`src/rtl/idx_addr_seq.sv`:
```
module idx_addr_seq (
  input  logic        clk,
  input  logic        rst_n,
  input  logic        start,
  input  logic        abs_mode,
  input  logic        is_store,
  input  logic [7:0]  index,
  input  logic [7:0]  store_data,
  input  logic [15:0] operand_addr,
  input  logic [7:0]  bus_rdata,
  output logic        bus_act,
  output logic [15:0] bus_addr,
  output logic        bus_we,
  output logic [7:0]  bus_wdata,
  output logic        done,
  output logic [7:0]  load_data
);
  typedef enum logic [2:0] {S_IDLE, S_OPND, S_HIGH, S_DUMMY, S_SPEC, S_FIX} st_t;

  st_t         st;
  logic        abs_q, str_q, cy_q;
  logic [7:0]  idx_q, wd_q, lo_q, hi_q, ld_q;
  logic [15:0] opa_q;

  logic [7:0] add_a, add_b, add_s;
  logic       add_c, last;

  // single 8-bit adder: index add in cycle 3, high-byte increment in cycle 4
  assign add_a = (st == S_SPEC) ? hi_q  : lo_q;
  assign add_b = (st == S_SPEC) ? 8'h01 : idx_q;
  assign {add_c, add_s} = {1'b0, add_a} + {1'b0, add_b};

  assign last = (st == S_FIX) ||
                (st == S_SPEC && (!abs_q || (!str_q && !cy_q)));

  assign bus_act   = (st != S_IDLE);
  assign bus_we    = str_q && ((st == S_FIX) || (st == S_SPEC && !abs_q));
  assign bus_wdata = bus_we ? wd_q : 8'h00;
  assign done      = last;
  assign load_data = (last && !str_q) ? bus_rdata : ld_q;

  always_comb begin
    case (st)
      S_OPND:  bus_addr = opa_q;
      S_HIGH:  bus_addr = opa_q + 16'd1;
      S_DUMMY: bus_addr = {8'h00, lo_q};
      S_SPEC:  bus_addr = {hi_q, lo_q};
      S_FIX:   bus_addr = {hi_q, lo_q};
      default: bus_addr = 16'h0000;
    endcase
  end

  always_ff @(posedge clk) begin
    if (!rst_n) begin
      st <= S_IDLE;
      abs_q <= 1'b0; str_q <= 1'b0; cy_q <= 1'b0;
      idx_q <= 8'h00; wd_q <= 8'h00; lo_q <= 8'h00; hi_q <= 8'h00;
      ld_q <= 8'h00; opa_q <= 16'h0000;
    end else begin
      case (st)
        S_IDLE: if (start) begin
          abs_q <= abs_mode; str_q <= is_store; idx_q <= index;
          wd_q <= store_data; opa_q <= operand_addr;
          st <= S_OPND;
        end
        S_OPND: begin
          lo_q <= bus_rdata;
          st   <= abs_q ? S_HIGH : S_DUMMY;
        end
        S_HIGH: begin
          hi_q <= bus_rdata; lo_q <= add_s; cy_q <= add_c;
          st   <= S_SPEC;
        end
        S_DUMMY: begin
          hi_q <= 8'h00; lo_q <= add_s; cy_q <= 1'b0;
          st   <= S_SPEC;
        end
        S_SPEC: if (last) begin
          if (!str_q) ld_q <= bus_rdata;
          st <= S_IDLE;
        end else begin
          if (cy_q) hi_q <= add_s;
          st <= S_FIX;
        end
        S_FIX: begin
          if (!str_q) ld_q <= bus_rdata;
          st <= S_IDLE;
        end
        default: st <= S_IDLE;
      endcase
    end
  end

  a_r7_we_in_access: assert property (@(posedge clk) disable iff (!rst_n)
    bus_we |-> (bus_act && done));
  a_r7_wdata_quiet: assert property (@(posedge clk) disable iff (!rst_n)
    !bus_we |-> (bus_wdata == 8'h00));
  a_r8_done_single: assert property (@(posedge clk) disable iff (!rst_n)
    done |=> !done);
  a_r8_hold_idle: assert property (@(posedge clk) disable iff (!rst_n)
    (st == S_IDLE) |=> $stable(ld_q));
  a_r6_spec_is_read: assert property (@(posedge clk) disable iff (!rst_n)
    (st == S_SPEC && abs_q) |-> !bus_we);
  a_r5_fix_high: assert property (@(posedge clk) disable iff (!rst_n)
    (st == S_FIX) |-> (bus_addr[15:8] == ($past(bus_addr[15:8]) + {7'd0, cy_q})));
  a_r5_fix_low: assert property (@(posedge clk) disable iff (!rst_n)
    (st == S_FIX) |-> $stable(bus_addr[7:0]));
  a_r9_busy_start: assert property (@(posedge clk) disable iff (!rst_n)
    (bus_act && start) |=> (st != S_OPND));
endmodule

```
`config.mk`:
```
export PLATFORM = sky130hd
export DESIGN_NAME = idx_addr_seq
export DESIGN_NICKNAME = d
export VERILOG_FILES = /design/src/rtl/idx_addr_seq.sv
export SDC_FILE = /design/constraint.sdc
export NUM_CORES = 1
export LEC_CHECK = 0
export BUFFER_PORTS_ARGS = -buffer_cell sky130_fd_sc_hd__buf_2
export CORE_UTILIZATION = 45
export CTS_BUF_LIST = sky130_fd_sc_hd__clkbuf_2 sky130_fd_sc_hd__clkbuf_4 sky130_fd_sc_hd__clkbuf_8
export DETAILED_ROUTE_END_ITERATION = 8
export PLACE_DENSITY_LB_ADDON = 0.15
export SYNTH_ARGS = -nofsm -noshare
export SYNTH_HDL_FRONTEND = slang
export SYNTH_SLANG_ARGS = --single-unit
```
`constraint.sdc`:
```
create_clock -name clk -period 3.4 [get_ports clk]
set_clock_uncertainty 0.2 [all_clocks]
set_input_delay 0.34 -clock clk [delete_from_list [all_inputs] [get_ports clk]]
set_output_delay 0.34 -clock clk [all_outputs]
set_load 0.005 [all_outputs]
```
# After elaboration in Yosys (flattened, before gate mapping)
# Index checks and enable logic that the tools add are counted.
[word_totals]
input_bits = 45
elab_cells = 60
out_inout_bits = 35
ff_bits = 62
[op_classes]
eq_ne = 9
addsub = 2
mux = 17
n_reduce_logical = 22
[ops]
columns = ["cell", "n"]
rows = [
  ["8-bit two-way mux", 8],
  ["16-bit one-hot mux with 4 select lines", 1],
  ["8-bit one-hot mux with 2 select lines", 2],
  ["8-bit one-hot mux with 3 select lines", 1],
  ["16-bit by 1-bit adder with 16-bit output, second input constant", 1],
  ["3-bit one-hot mux with 4 select lines", 1],
  ["8-bit by 8-bit adder with 9-bit output", 1],
  ["2-bit inequality test, second input constant", 4],
  ["3-bit by 2-bit == test with 1-bit output, second input constant", 2],
  ["3-bit == test, second input constant", 2],
  ["3-bit two-way mux", 2],
  ["2-bit nonzero test", 3],
  ["3-bit nonzero test", 2],
  ["1-bit logical AND", 5],
  ["2-bit AND reduction", 2],
  ["2-bit OR reduction", 2],
  ["3-bit by 1-bit == test with 1-bit output, second input constant", 1],
  ["1-bit logical NOT", 3],
  ["3-bit logical NOT", 1],
  ["1-bit logical OR", 3],
  ["3-bit AND reduction", 1],
  ["1-bit one-hot mux with 2 select lines", 1],
  ["1-bit two-way mux", 1],
]

# Depth between registers and ports, before layout
[logic_depth]
word_depth = 7
mapped_depth = 11
ltp_nobuf = 9

# Worst setup path after synthesis
# Ideal clock, no wire load.
[synth_timing]
path_type = "register -> register"
start = "register st[0]"
end = "register hi_q[6]"
synth_period_minus_slack_ps = 3177
path_buffers = 2
stages_incl_launch_ff = 12
setup_ps = 74
slack_ps = 223
t_required_ps = 3126
arrival_ps = 2903
path_cell_list = "dfxtp_1 > buf_2 > nor3b_2 > buf_2 > mux2_2 > ha_1 > fa_1 > a211oi_1 > nor2_1 > o31ai_1 > nand3_1 > a31oi_1"
[synth_between]
elab_chain_cells = 6
word_cells_on_any_way = 16
cone_classes = "add/sub: 1; eq/ne: 6; mux: 5; reduce/logical: 4"
[synth_rtl]
columns = ["element", "line", "source"]
rows = [
  ["start: declaration", "20", "st_t st;"],
  ["start signal: assignment", "68", "st <= abs_q ? S_HIGH : S_DUMMY;"],
  ["3-bit == test", "--", ""],
  ["8-bit two-way mux (on tied branches)", "29, 30", ""],
  ["8-bit by 8-bit adder with 9-bit output", "31", "assign {add_c, add_s} = {1'b0, add_a} + {1'b0, add_b};"],
  ["8-bit two-way mux", "82", "if (cy_q) hi_q <= add_s;"],
  ["8-bit two-way mux", "78", "S_SPEC: if (last) begin"],
  ["8-bit one-hot mux with 3 select lines", "60", "case (st)"],
  ["end signal: assignment", "82", ""],
  ["end: declaration", "22", "logic [7:0] idx_q, wd_q, lo_q, hi_q, ld_q;"],
]
# Several ways; a longest one is shown, not always the timed one. The select of a mux whose other input is x is not followed.
# A chain may end at the register's enable or synchronous reset.

# Final worst setup path
# Same ends and word-level chain as after synthesis.

==> impl_metrics.ini <==
[placement]
numPortBuffers = 79
hpwl_um = 7370
dpl_cell_area_mm2 = 0.00408
place_ws_ns = 0.345
gp_congestion = 0.901
placedCellCount = 634

[worst_hold_path]
min_path_type = input pin to flip-flop

[logic_synthesis]
yosysWarnings = 0
synth_nets = 531
yosys_register_bits = 62
synth.distinct_cells = 58
ys.flop_type = dfxtp_1
syn_area_per_cell_um2 = 7.69
yosys-top-cells-count = nand2_1, dfxtp_1, a21oi_1
syn_area_mm2 = 0.00366
netlist.area_leader.share = 0.339
synthCells = 476
yosysMostFrequentCell = nand2_1
async_flop_share = 0
yosysTopAreaCell = dfxtp_1
synthTopCellsByArea = dfxtp_1, nand2_1, a21oi_1
ys_seq_area_frac = 0.339
synth_edf_count = 0

[cts]
postCtsHoldBufs = 0
ctsResizeCount = 0
cts_root_buffer = clkbuf_8
clkTransAtPathRegs_ns = 0.08
cts-htree-levels = 3
cts.sinks = 62
cts_inserted_buffers = 9
clock_latency_ns = 0.36
cts_tree = yes
clock_path_buffers = 2
post_cts_buffers = 0

[timing]
slew-limit-headroom = 0.282
drv_slew = 0
timing.hold.ws_ns = 0.0136
min_period_over_period = 0.905
worstMarginPinSlew_ns = 1.07
rsz0062_at_grt = no
finalSetupTns_ns = 0
fmax_mhz = 325
setup_slack_ns = 0.322
setup_violations = 0
hold_viol = 0
period_minus_slack_ns = 3.08

[route]
antenna_left = 0
route.detailed.drc = 0
vias_per_cell = 5.65
wirelength_um = 10100
wl_per_cell_um = 15.5
drt_first_pass_iters = 4
vias = 3672
dr.first_iter.drc_count = 234

[worst_setup_path]
path_cells = nor3b_2 > buf_4 > mux2_2 > fa_1 > a211oi_1 > nor2_1 > o31ai_1 > nand3_1 > a31oi_1
crit_path_end_kind = flip-flop
cp.required_ns = 3.48
path_max_fanout = 22
crit_family = compound AO/OA/AOI/OAI gates
crit_buf_inv = 1
cp.arrival_ns = 3.16
cp_slowest_cell = fa_1
cp-start-kind = flip-flop
slowest_delay_ns = 0.49
critical_path_class = flip-flop to flip-flop

[floorplanning]
io_pins = 80
fp.dieArea_mm2 = 0.00850
rows = 32
die_h_um = 92.2
die_x_um = 92.2
initial_core_util = 0.469
coreArea_mm2 = 0.00781

[global_route]
grt_max_degree = 37
gr-total-overflow = 0
antenna_found_initial = 0
track_usage = 0.247
grt_pass1_wl_um = 16400
grt_pass1_vias = 3319

[layout]
final_util = 0.545
post_route_cells_drive_above_1_share = 0.234
antenna_cells = 0
area_delta_synth_final_pct = 16.2
final.fill_count = 790
fin_area_mm2 = 0.00425
final_cells = 650
nNetsFinal = 598

[power_and_ir_drop]
total_power_mw = 1.88
power_density_mw_per_mm2 = 441
leakage_nw = 1.91
ir_drop_v = 0.000237

[status]
outcome = finished, final reports clean

[flow_run]
cap_viol_max_count = 0
-- worst reg2reg max path, cell delays in order, from the launching register on --
cell	delay [ns]
dfxtp_1	0.32
nor3b_2	0.22
buf_4	0.31
mux2_2	0.41
fa_1	0.49
a211oi_1	0.31
nor2_1	0.11
o31ai_1	0.36
nand3_1	0.12
a31oi_1	0.17
-- flip-flops by register name, summed over array words and instances (netlist names) --
register and cells:
opa_q 16, abs_q 1, st 3, cy_q 1
wd_q 8, lo_q 8, idx_q 8, hi_q 8
ld_q 8, str_q 1
-- where the power goes --
part | switching (mW) | leakage, nW | internal (mW) | total (mW)
Combinational | 0.269 | 1.32 | 0.180 | 0.449
Clock | 0.313 | 0.0855 | 0.269 | 0.582
Sequential | 0.0588 | 0.507 | 0.788 | 0.847
-- path summary, 6_finish.rpt --
| path | from | to | slack, ns | cells past startpoint |
|---|---|---|---|---|
| setup / recovery | st[0] | hi_q[6] | 0.32 | 9 |
| hold / removal | index[5] | idx_q[5] | 0.01 | 3 |
| setup reg to reg | st[0] | hi_q[6] | 0.32 | 9 |
| hold reg to reg | idx_q[2] | idx_q[2] | 0.25 | 2 |
-- final cells by class --
type,instances,area (um2),area share
Clock buffer,10,131,0.0309
Clock inverter,6,38.8,0.00912
Sequential cell,62,1240,0.292
Inverter,7,31.3,0.00735
Tap cell,102,128,0.0300
Timing Repair Buffer,86,448,0.105
Multi-Input combinational cell,377,2240,0.526
-- routing by layer --
layer	vias up	share of wire	track usage	wire, um
met1	1692	0.46	0.329	4640
met2	143	0.44	0.381	4470
met3	21	0.074	0.0580	746
li1	1816	-	-	-
met4	0	0.021	0.102	210
met5	-	0	0	0
-- kinds of logic after synthesis --
group / synth area share
buffers and inverters: 0.0499
muxes: 0.0602
DFF: 0.339
AOI/OAI and AO/OA: 0.242
and+or+nand+nor: 0.256
xor gates and xnor gates: 0.0168
adders and majority gates: 0.0362
-- layout by cell type, fill, tap and decap left out, types with 4 or more instances in the layout --
| cell | synthesis | final |
|---|---|---|
| mux2_4 | 8 | 8 |
| ha_1 | 9 | 9 |
| a22oi_1 | 10 | 10 |
| inv_1 | 4 | 4 |
| nor2_1 | 29 | 29 |
| dfxtp_1 | 62 | 62 |
| o22ai_1 | 6 | 6 |
| nand2_1 | 97 | 97 |
| nor3_1 | 7 | 7 |
| buf_2 | 10 | 79 |
| xnor2_1 | 6 | 6 |
| a211oi_1 | 6 | 6 |
| buf_4 | 3 | 7 |
| mux2_2 | 8 | 8 |
| o221ai_1 | 7 | 7 |
| a21oi_1 | 54 | 54 |
| and3_1 | 11 | 11 |
| o21ai_1 | 7 | 7 |
| and2_1 | 21 | 21 |
| nand2b_1 | 5 | 5 |
| clkbuf_8 | 0 | 9 |
| nand3_1 | 6 | 6 |
| o21ai_0 | 23 | 23 |
| nor2b_1 | 12 | 12 |
(Power assumes the default switching activity.)
